`src/rtl/busmaster_ctl_pkg.sv`:
```
package busmaster_ctl_pkg;
  // Byte positions of the registers inside the access window
  localparam int unsigned LANE_CMD  = 0;
  localparam int unsigned LANE_STAT = 2;
  localparam int unsigned LANE_BASE = 4;

  // Command bits
  localparam int unsigned CMD_START = 0;
  localparam int unsigned CMD_DIR   = 3;

  // Status bits
  localparam int unsigned ST_ACT  = 0;
  localparam int unsigned ST_ERR  = 1;
  localparam int unsigned ST_INT  = 2;
  localparam int unsigned ST_CAPA = 5;
  localparam int unsigned ST_CAPB = 6;

  typedef enum logic [1:0] {
    SZ_BYTE = 2'd0,
    SZ_HALF = 2'd1,
    SZ_WORD = 2'd2,
    SZ_WRD2 = 2'd3
  } acc_size_e;
endpackage

```
`src/rtl/busmaster_ctl_lanes.sv`:
```
module busmaster_ctl_lanes
  import busmaster_ctl_pkg::*;
#(
  parameter int unsigned WIN_BYTES = 8,
  parameter int unsigned BUS_BYTES = 4,
  localparam int unsigned OFF_W    = $clog2(WIN_BYTES),
  localparam int unsigned CNT_W    = OFF_W + 2
) (
  input  logic                     acc_en,
  input  logic                     acc_wr,
  input  logic [OFF_W-1:0]         acc_off,
  input  logic [1:0]               acc_size,
  input  logic [8*BUS_BYTES-1:0]   acc_wdata,
  output logic [WIN_BYTES-1:0]     lane_we,
  output logic [WIN_BYTES-1:0][7:0] lane_wdata,
  output logic [CNT_W-1:0]         nbytes
);
  logic [CNT_W-1:0] off_ext;
  logic [CNT_W-1:0] raw_n;

  assign off_ext = CNT_W'(acc_off);

  always_comb begin
    unique case (acc_size_e'(acc_size))
      SZ_BYTE: raw_n = CNT_W'(1);
      SZ_HALF: raw_n = CNT_W'(2);
      default: raw_n = CNT_W'(4);
    endcase
    nbytes = (raw_n > CNT_W'(BUS_BYTES)) ? CNT_W'(BUS_BYTES) : raw_n;
  end

  for (genvar k = 0; k < WIN_BYTES; k++) begin : g_lane
    localparam logic [CNT_W-1:0] KL = CNT_W'(k);
    logic [CNT_W-1:0]       idx;
    logic [8*BUS_BYTES-1:0] shifted;
    assign idx        = KL - off_ext;
    assign shifted    = acc_wdata >> {idx, 3'b000};
    assign lane_wdata[k] = shifted[7:0];
    assign lane_we[k] = acc_en && acc_wr && (KL >= off_ext) && (KL < off_ext + nbytes);
  end
endmodule

```
`src/rtl/busmaster_ctl_cmd.sv`:
```
module busmaster_ctl_cmd (
  input  logic clk,
  input  logic rst_n,
  input  logic cmd_we,
  input  logic wr_start,
  input  logic wr_dir,
  input  logic xfer_pending,
  input  logic xfer_busy,
  input  logic walk_end,
  output logic start_o,
  output logic dir_o,
  output logic active_o,
  output logic halting_o,
  output logic load_o,
  output logic kick_o
);
  logic start_q, dir_q, act_q, halt_q, load_q, kick_q;
  logic start_d, dir_d, act_d, halt_d, load_d, kick_d;
  logic rise, fall;

  assign rise = cmd_we &&  wr_start && !start_q;
  assign fall = cmd_we && !wr_start &&  start_q;

  always_comb begin
    start_d = start_q;
    dir_d   = dir_q;
    act_d   = act_q;
    halt_d  = halt_q;
    load_d  = 1'b0;
    kick_d  = 1'b0;
    if (walk_end) begin
      act_d  = 1'b0;
      halt_d = 1'b0;
    end
    if (halt_q && !xfer_busy) begin
      act_d  = 1'b0;
      halt_d = 1'b0;
    end
    if (cmd_we) begin
      start_d = wr_start;
      dir_d   = wr_dir;
    end
    if (rise) begin
      load_d = 1'b1;
      halt_d = 1'b0;
      act_d  = 1'b1;
      kick_d = !act_q && xfer_pending;
    end else if (fall) begin
      if (xfer_busy) begin
        halt_d = 1'b1;
      end else begin
        act_d  = 1'b0;
        halt_d = 1'b0;
      end
    end
  end

  always_ff @(posedge clk or negedge rst_n) begin
    if (!rst_n) begin
      start_q <= 1'b0;
      dir_q   <= 1'b0;
      act_q   <= 1'b0;
      halt_q  <= 1'b0;
      load_q  <= 1'b0;
      kick_q  <= 1'b0;
    end else begin
      start_q <= start_d;
      dir_q   <= dir_d;
      act_q   <= act_d;
      halt_q  <= halt_d;
      load_q  <= load_d;
      kick_q  <= kick_d;
    end
  end

  assign start_o   = start_q;
  assign dir_o     = dir_q;
  assign active_o  = act_q;
  assign halting_o = halt_q;
  assign load_o    = load_q;
  assign kick_o    = kick_q;

  // a reload pulse only follows a 0-to-1 change of the stored start bit
  p_load_on_rise_r3: assert property (@(posedge clk) disable iff (!rst_n)
    load_q |-> (start_q && !$past(start_q)));
  // a kick always comes together with a reload and an active channel
  p_kick_with_load_r3: assert property (@(posedge clk) disable iff (!rst_n)
    kick_q |-> (load_q && act_q));
  // once the drain is seen, the channel goes inactive
  p_stop_drain_r4: assert property (@(posedge clk) disable iff (!rst_n)
    (halt_q && !xfer_busy && !cmd_we) |=> !act_q);
  // rewriting the same start value does nothing
  p_same_start_r2: assert property (@(posedge clk) disable iff (!rst_n)
    (cmd_we && (wr_start == start_q) && !walk_end && !halt_q) |=> ($stable(act_q) && !load_q));
endmodule

```
`src/rtl/busmaster_ctl_stat.sv`:
```
module busmaster_ctl_stat (
  input  logic       clk,
  input  logic       rst_n,
  input  logic       stat_we,
  input  logic       clr_err,
  input  logic       clr_int,
  input  logic [1:0] cap_wr,
  input  logic       err_evt,
  input  logic       dev_irq,
  output logic       err_o,
  output logic       int_o,
  output logic [1:0] cap_o
);
  logic       irq_q, err_q, int_q;
  logic [1:0] cap_q;
  logic       irq_d, err_d, int_d;
  logic [1:0] cap_d;
  logic       irq_rise;

  assign irq_rise = dev_irq && !irq_q;

  always_comb begin
    irq_d = dev_irq;
    err_d = (err_q && !(stat_we && clr_err)) || err_evt;
    int_d = (int_q && !(stat_we && clr_int)) || irq_rise;
    cap_d = stat_we ? cap_wr : cap_q;
  end

  always_ff @(posedge clk or negedge rst_n) begin
    if (!rst_n) begin
      irq_q <= 1'b0;
      err_q <= 1'b0;
      int_q <= 1'b0;
      cap_q <= 2'b00;
    end else begin
      irq_q <= irq_d;
      err_q <= err_d;
      int_q <= int_d;
      cap_q <= cap_d;
    end
  end

  assign err_o = err_q;
  assign int_o = int_q;
  assign cap_o = cap_q;

  // a rising device interrupt is always latched
  p_irq_rise_sets_r8: assert property (@(posedge clk) disable iff (!rst_n)
    (dev_irq && !irq_q) |=> int_q);
  // a falling device interrupt does not disturb the latched flag
  p_irq_fall_keeps_r8: assert property (@(posedge clk) disable iff (!rst_n)
    (!dev_irq && irq_q && !(stat_we && clr_int)) |=> (int_q == $past(int_q)));
  // an error event wins over a simultaneous clear
  p_err_sets_r9: assert property (@(posedge clk) disable iff (!rst_n)
    err_evt |=> err_q);
endmodule

```
`src/rtl/busmaster_ctl_regs.sv`:
```
module busmaster_ctl_regs
  import busmaster_ctl_pkg::*;
#(
  parameter int unsigned BUS_BYTES  = 4,
  parameter int unsigned BASE_BYTES = 4,
  localparam int unsigned WIN_BYTES = LANE_BASE + BASE_BYTES,
  localparam int unsigned OFF_W     = $clog2(WIN_BYTES),
  localparam int unsigned CNT_W     = OFF_W + 2,
  localparam int unsigned BUS_W     = 8 * BUS_BYTES,
  localparam int unsigned BASE_W    = 8 * BASE_BYTES
) (
  input  logic              clk,
  input  logic              rst_n,
  input  logic              acc_en,
  input  logic              acc_wr,
  input  logic [OFF_W-1:0]  acc_off,
  input  logic [1:0]        acc_size,
  input  logic [BUS_W-1:0]  acc_wdata,
  output logic [BUS_W-1:0]  acc_rdata,
  input  logic              xfer_pending,
  input  logic              xfer_busy,
  input  logic              walk_end,
  input  logic              err_evt,
  input  logic              dev_irq,
  output logic              irq_out,
  output logic              ptr_load,
  output logic [BASE_W-1:0] ptr_value,
  output logic              kick,
  output logic              active,
  output logic              dir,
  output logic              halting
);
  // Reset: asserted at once, released through two flops
  logic rst_meta_q, rst_sync_q;
  always_ff @(posedge clk or negedge rst_n) begin
    if (!rst_n) begin
      rst_meta_q <= 1'b0;
      rst_sync_q <= 1'b0;
    end else begin
      rst_meta_q <= 1'b1;
      rst_sync_q <= rst_meta_q;
    end
  end

  logic [WIN_BYTES-1:0]      lane_we;
  logic [WIN_BYTES-1:0][7:0] lane_wdata;
  logic [CNT_W-1:0]          nbytes;

  busmaster_ctl_lanes #(.WIN_BYTES(WIN_BYTES), .BUS_BYTES(BUS_BYTES)) u_lanes (
    .acc_en    (acc_en),
    .acc_wr    (acc_wr),
    .acc_off   (acc_off),
    .acc_size  (acc_size),
    .acc_wdata (acc_wdata),
    .lane_we   (lane_we),
    .lane_wdata(lane_wdata),
    .nbytes    (nbytes)
  );

  logic start_q;
  busmaster_ctl_cmd u_cmd (
    .clk         (clk),
    .rst_n       (rst_sync_q),
    .cmd_we      (lane_we[LANE_CMD]),
    .wr_start    (lane_wdata[LANE_CMD][CMD_START]),
    .wr_dir      (lane_wdata[LANE_CMD][CMD_DIR]),
    .xfer_pending(xfer_pending),
    .xfer_busy   (xfer_busy),
    .walk_end    (walk_end),
    .start_o     (start_q),
    .dir_o       (dir),
    .active_o    (active),
    .halting_o   (halting),
    .load_o      (ptr_load),
    .kick_o      (kick)
  );

  logic       st_err, st_int;
  logic [1:0] st_cap;
  busmaster_ctl_stat u_stat (
    .clk     (clk),
    .rst_n   (rst_sync_q),
    .stat_we (lane_we[LANE_STAT]),
    .clr_err (lane_wdata[LANE_STAT][ST_ERR]),
    .clr_int (lane_wdata[LANE_STAT][ST_INT]),
    .cap_wr  ({lane_wdata[LANE_STAT][ST_CAPB], lane_wdata[LANE_STAT][ST_CAPA]}),
    .err_evt (err_evt),
    .dev_irq (dev_irq),
    .err_o   (st_err),
    .int_o   (st_int),
    .cap_o   (st_cap)
  );

  assign irq_out = dev_irq;

  // Descriptor table base, one register per byte lane
  logic [BASE_W-1:0] base_q;
  for (genvar j = 0; j < BASE_BYTES; j++) begin : g_base
    logic [7:0] byte_d;
    always_comb begin
      byte_d = lane_wdata[LANE_BASE + j];
      if (j == 0) byte_d[1:0] = 2'b00;
    end
    always_ff @(posedge clk or negedge rst_sync_q) begin
      if (!rst_sync_q)               base_q[8*j +: 8] <= 8'h00;
      else if (lane_we[LANE_BASE + j]) base_q[8*j +: 8] <= byte_d;
    end
  end
  assign ptr_value = base_q;

  // Read path
  logic [7:0]             cmd_byte, stat_byte;
  logic [8*WIN_BYTES-1:0] window, shifted;
  logic [BUS_W-1:0]       rmask;

  always_comb begin
    cmd_byte            = 8'h00;
    cmd_byte[CMD_START] = start_q;
    cmd_byte[CMD_DIR]   = dir;
    stat_byte           = 8'h00;
    stat_byte[ST_ACT]   = active;
    stat_byte[ST_ERR]   = st_err;
    stat_byte[ST_INT]   = st_int;
    stat_byte[ST_CAPA]  = st_cap[0];
    stat_byte[ST_CAPB]  = st_cap[1];
    window                          = '0;
    window[8*LANE_CMD  +: 8]        = cmd_byte;
    window[8*LANE_STAT +: 8]        = stat_byte;
    window[8*LANE_BASE +: BASE_W]   = base_q;
    shifted = window >> {acc_off, 3'b000};
  end

  for (genvar b = 0; b < BUS_BYTES; b++) begin : g_rmask
    assign rmask[8*b +: 8] = (CNT_W'(b) < nbytes) ? 8'hFF : 8'h00;
  end

  assign acc_rdata = shifted[BUS_W-1:0] & rmask;

  // the walker never sees an unaligned table pointer after a load
  p_load_aligned_r6: assert property (@(posedge clk) disable iff (!rst_sync_q)
    ptr_load |-> (ptr_value[1:0] == 2'b00 && active));
  // interrupt output tracks the device
  p_irq_pass_r8: assert property (@(posedge clk) disable iff (!rst_sync_q)
    $rose(dev_irq) |-> irq_out);
endmodule

```
`config.mk`:
```
export PLATFORM = sky130hd
export DESIGN_NAME = busmaster_ctl_regs
export DESIGN_NICKNAME = d
export VERILOG_FILES = /design/src/rtl/busmaster_ctl_pkg.sv /design/src/rtl/busmaster_ctl_lanes.sv /design/src/rtl/busmaster_ctl_cmd.sv /design/src/rtl/busmaster_ctl_stat.sv /design/src/rtl/busmaster_ctl_regs.sv
export SDC_FILE = /design/constraint.sdc
export NUM_CORES = 1
export LEC_CHECK = 0
export ABC_AREA = 0
export BUFFER_PORTS_ARGS = -buffer_cell sky130_fd_sc_hd__clkbuf_2
export CORE_MARGIN = 2
export CORE_UTILIZATION = 25
export DETAILED_ROUTE_END_ITERATION = 10
export PLACE_DENSITY = 0.41
export SYNTH_ARGS = -nofsm -noshare
export SYNTH_HDL_FRONTEND = slang
export SYNTH_SLANG_ARGS = --single-unit
```
`constraint.sdc`:
```
create_clock -name clk -period 1.78 [get_ports clk]
set_clock_uncertainty 0.05 [all_clocks]
set_input_delay 0.089 -clock clk [delete_from_list [all_inputs] [get_ports clk]]
set_output_delay 0.089 -clock clk [all_outputs]
set_load 0.1 [all_outputs]
```
### After elaboration in Yosys (flattened, before gate mapping)

Cells that the tools add are included.

* register bits: 43
* output and inout port bits: 70
* logic and storage cells: 102

* add/subtract/negate cells: 7
* order comparisons: 17
* equal/unequal tests: 1
* shift-type cells: 7
* mux-type cells: 18
* bitwise logic cells: 1
* reduce and logical (&&, ||, !) cells: 35

Operator list (number)
* >> shifter 32 x 8 -> 8 bit: 4
* >> shifter 64 x 6 -> 32 bit: 1
* AND 32 bit: 1
* two-way mux 8 bit: 4
* >> shifter 32 x 8 -> 4 bit: 1
* >> shifter 32 x 8 -> 7 bit: 1
* logical AND 1 bit: 24
* less-than comparator 3 x 5 -> 1 bit, first input constant: 4
* subtractor 3 x 3 -> 4 bit, first input constant: 4
* less-than comparator 1 x 5 -> 1 bit, first input constant: 3
* less-than comparator 2 x 5 -> 1 bit, first input constant: 3
* >= comparator 3 bit, first input constant: 4
* two-way mux 1 bit: 12
* zero test 1 bit: 7
* one-hot mux 3 bit (2 select lines): 1
* adder 3 x 5 -> 5 bit: 1
* nonzero test 4 bit: 1
* subtractor 1 x 3 -> 4 bit, first input constant: 1
* subtractor 2 x 3 -> 4 bit, first input constant: 1
* >= comparator 1 x 3 -> 1 bit, first input constant: 1
* >= comparator 2 x 3 -> 1 bit, first input constant: 1
* greater-than comparator 3 bit, second input constant: 1
* two-way mux 3 bit: 1
* equality test 2 x 1 -> 1 bit, second input constant: 1
* other kinds (2): 3

### Longest topological paths before layout

* depth in word-level cells: 11
* mapped depth: 11

### Modules after synthesis

From an unflattened synthesis, not the netlist that was laid out.

* cell total of the unflattened synthesis: 525
* area, all modules: 4899.7 um2

By module, submodules not included
* busmaster_ctl_regs: times used 1, cells an instance 246, area each 2443.6 um2
* busmaster_ctl_lanes: times used 1, cells an instance 244, area each 2021.9 um2
* busmaster_ctl_cmd: times used 1, cells an instance 23, area each 259.0 um2
* busmaster_ctl_stat: times used 1, cells an instance 12, area each 175.2 um2

### Worst setup path after synthesis

Ideal clock, no wire load.

* kind: reg2out
* start point: register base_q[30] (netlist: ptr_value[30])
* end point: output acc_rdata[14]
* arrival time: 3584 ps
* setup slack: -1943 ps
* cell stages (with the launch flop): 4
* path buffers: 0
* cells stage by stage: dfrtp_1 and3b_1 a31oi_1 a211oi_1

* word-level cells in the longest chain between the ends: 2

Ends and longest elaborated chain
* start, declared: RTL line busmaster_ctl_regs.sv:97 `logic [BASE_W-1:0] base_q;`
* start signal, assigned by index: RTL line busmaster_ctl_regs.sv:106 `else if (lane_we[LANE_BASE + j]) base_q[8*j +: 8] <= byte_d;`
* >> shifter 64 x 6 -> 32 bit: RTL line busmaster_ctl_regs.sv:130 `shifted = window >> {acc_off, 3'b000};`
* AND 32 bit: RTL line busmaster_ctl_regs.sv:137 `assign acc_rdata = shifted[BUS_W-1:0] & rmask;`
* end, declared: RTL line busmaster_ctl_regs.sv:19 `output logic [BUS_W-1:0] acc_rdata,`

No other way between the ends.

### Worst setup path in the final report

* start point: input acc_size[0]
* end point: register base_q[6] (netlist: ptr_value[6])

* word-level cells in the longest chain between the ends: 7
* elaborated cells between the ends (all ways): 8

Ends and longest elaborated chain
* start, declared: RTL line busmaster_ctl_regs.sv:17 `input logic [1:0] acc_size,`
* equality test 2 x 1 -> 1 bit / zero test 2 bit (equally long branches): RTL line busmaster_ctl_lanes.sv:24 `unique case (acc_size_e'(acc_size))`
* one-hot mux 3 bit (2 select lines) (*): RTL line busmaster_ctl_lanes.sv:24
* greater-than comparator 3 bit: RTL line busmaster_ctl_lanes.sv:29 `nbytes = (raw_n > CNT_W'(BUS_BYTES)) ? CNT_W'(BUS_BYTES) : raw_n;`
* two-way mux 3 bit (*): RTL line busmaster_ctl_lanes.sv:29
* adder 3 x 5 -> 5 bit (*): RTL line busmaster_ctl_lanes.sv:39 `assign lane_we[k] = acc_en && acc_wr && (KL >= off_ext) && (KL < off_ext + nbytes);`
* less-than comparator 3 x 5 -> 1 bit (*): RTL line busmaster_ctl_lanes.sv:39
* logical AND 1 bit (*): RTL line busmaster_ctl_lanes.sv:39

Every way passes the cells marked *; elsewhere a longest branch is shown, timed or not.
A chain may end at the register's enable or synchronous reset.

==> summary.txt <==
Status
  – Status: complete, but fails checks
  – Violations in the final reports: setup timing

Job
  – MaxCap Viol Count: 0

Synth
  – Synthesized area per cell: 9.29 µm²
  – Share of the synthesized area in the top cell type: 0.260
  – Post-synth ARST share: 1.00
  – Synth area leader: dfrtp_1
  – EDFF count, synth: 0
  – Yosys warning total: 0
  – Area contributors post-synth: dfrtp_1 (26%), mux4_2 (10%), mux2i_1 (8.7%)
  – Cells after synthesis: 446
  – Prevailing post-synth register cell: dfrtp_1
  – Syn Std Cell Area: 0.00415 mm²
  – Proportion of synthesized chip area in sequential cells: 0.260
  – Seq cells post-synth: 43
  – Yosys cell types: 64

CTS
  – Clock Latency Late Sink: 0.30 ns
  – Cts bufs inserted: 5
  – CTS tree: done
  – Clk buf depth: 2
  – Clock slew at reported path FFs: 0.06 ns
  – Num Clock Sinks: 43
  – H-Tree Level Count: 2
  – CTS root buffer: clkbuf_16

Global routing
  – Largest net degree at the start of global routing: 35
  – Antenna violations before repair: 0
  – First-pass GRT wire length: 26.0 mm
  – Total track usage: 0.193
  – Vias in the first global route: 4,410
  – GR Overflow Total: 0

Setup path
  – R2r endpoint: ptr_value[17]$_DFFE_PN0P_
  – Worst setup path class: input pin to register
  – Critical Path Sink Type: register
  – CP max FO: 3
  – CP Launch Point: acc_size[0]
  – Worst setup path endpoint: ptr_value[6]$_DFFE_PN0P_
  – Worst endpoint required time: 1.91 ns
  – Startpoint types: input pin
  – Worst R2R Setup Slack: 0.69 ns
  – Worst r2r src: ptr_value[17]$_DFFE_PN0P_
  – Worst r2r path cells: 3
  – Arrival @ worst endpoint: 2.18 ns

Drt
  – Detailed Route Iter0 Violations: 210
  – Via density: 5.05
  – Residual DRC count: 0
  – Met2 wire length: 8.59 mm
  – Antenna-violating nets left: 0
  – Metal3 WL: 648 µm
  – Metal-1 WL: 7.75 mm
  – Highest routed layer: met4
  – TritonRoute pass-1 iters: 4
  – Routed WL per cell: 20.2 µm
  – WL final: 17.3 mm
  – Vias: 4,337

Floorplanning
  – Die height: 133 µm
  – Initial Util: 0.253
  – Rows: 47
  – Die area: 0.0176 mm²
  – IO Pins: 116
  – Core ar.: 0.0164 mm²
  – Die Wd: 133 µm

Placement
  – DP Worst Slack: -0.781 ns
  – # port buffers: 113
  – HPWL Detailed: 12.8 mm
  – GP Congestion: 0.837

STA
  – # setup viols final: 28
  – Slew Limit Headroom: 0.629
  – Tmin final: 2.05 ns
  – Final hold vios: 0
  – Final Slew Violations: 0
  – Post-route setup slack: -0.269 ns
  – Unrepaired setup endpoints after global routing: true
  – Tcrit/Tclk final: 1.15
  – Worst-Margin Slew: 0.559 ns
  – Fmax achieved: 488 MHz

Min path
  – Worst hold path type: input pin to register
  – Hold Crit Depth: 3
  – Hold Crit Start: err_evt

Layout
  – Register Area: 0.00113 mm²
  – Area grow syn2layout: 69.4%
  – Share of cells above drive strength 1: 0.592
  – Multi-input combinational cell area: 0.00332 mm²
  – # fillers: 1,544
  – Final nets: 699
  – Most frequent cells in the layout: clkbuf_2 (78), buf_4 (76), nand2_1 (39), buf_12 (37), mux2i_1 (34)
  – Ant. Diodes: 0
  – Most common cell after layout, fill and taps aside: clkbuf_2

Power
  – Pwr per Cell Area: 947 mW/mm²
  – Leak: 3.05 nW
  – Total power: 6.65 mW
  – Worst IR Drop VDD: 0.440 mV
what timing repair did:
action,CTS,global route
setup buffers,13,11
hold endpoints to repair,4,0
pin swaps,12,25
setup endpoints to repair,54,51
gates cloned,0,2
hold buffers,3,0
gates resized for setup,47,50
critical path, cell delays in order:
cell and delay (ns):
buf_8 0.11, nor2_4 0.12, ha_4 0.15, inv_2 0.04, fa_2 0.45, buf_6 0.14
nor2b_4 0.12, o21ai_2 0.11, or4b_4 0.54, mux2_4 0.32
stage by stage:
step | cell area [µm²] | setup TNS, ns | std cells | util | hold slack, ns
floorplan | 4500 | -19.30 | 447 | - | -0.257
finish | 7020 | -4.79 | 858 | 0.428 | 0.0402
global placement | 6180 | -21.15 | 823 | 0.377 | -0.175
detailed placement | 6180 | -22.75 | 823 | 0.377 | -0.172
global route | 7020 | -7.05 | 858 | 0.428 | 0.0468
CTS | 6680 | -4.11 | 847 | 0.407 | 0.0156
sequential cells by signal (all words and copies together), names as in the netlist:
| name | cells |
|---|---|
| rst_sync_q | 1 |
| u_stat.int_o | 1 |
| u_stat.cap_o | 2 |
| u_cmd.halting_o | 1 |
| ptr_value | 30 |
| rst_meta_q | 1 |
| u_stat.irq_q | 1 |
| u_cmd.active_o | 1 |
| u_stat.err_o | 1 |
| u_cmd.load_o | 1 |
| u_cmd.kick_o | 1 |
| u_cmd.start_o | 1 |
| u_cmd.dir_o | 1 |
final cells by class:
type                       instances  area share
tap                              220      0.0392
timing repair buffer             218       0.293
multi-input combinational        349       0.473
clock inverter                     1     0.00107
inverter                          20      0.0110
clock buffer                       7      0.0217
sequential                        43       0.161
kinds of logic (layout without fill, tap and decap cells):
family,count (synthesis),count (layout),synth area share
adder cells (fa/ha/maj),16,16,0.0501
buffers and inverters,55,246,0.0670
AO/OA/AOI/OAI,116,116,0.208
AND/OR/NAND/NOR,142,142,0.177
flip-flops,43,43,0.260
multiplexers,71,71,0.235
XOR/XNOR,1,1,0.00211
other,2,3,0.00181
worst min path at each step:
stage                             endpoint
global route        u_stat.err_o$_DFF_PN0_
detailed placement    rst_meta_q$_DFF_PN0_
CTS                 u_stat.err_o$_DFF_PN0_
finish              u_stat.err_o$_DFF_PN0_
floorplan             rst_meta_q$_DFF_PN0_
global placement      rst_meta_q$_DFF_PN0_
layer usage:
metal / GRT usage / vias up
met5: 0 / -
met4: 0.0550 / 0
met3: 0.0295 / 21
met2: 0.327 / 105
met1: 0.254 / 2169
li1: - / 2042
synth_stat cells, types with 7 or more instances:
cell type	n
o21ai_0	19
mux4_2	19
nor2_1	27
nor2b_1	18
clkbuf_1	10
a21oi_1	18
and2_1	16
inv_1	19
mux2i_1	36
ha_1	15
a211oi_1	12
a221oi_1	8
buf_2	12
buf_4	7
mux2_2	15
nand3_1	8
nand2b_1	9
nand2_1	41
a32o_1	8
o22ai_1	13
dfrtp_1	43
where the power goes:
| group | switching (mW) | internal, mW |
|---|---|---|
| clock | 0.422 | 0.598 |
| sequential | 0.256 | 1.21 |
| combinational | 2.81 | 1.36 |
| total | 3.49 | 3.16 |
Note: power is estimated with default switching activity, not from simulation.
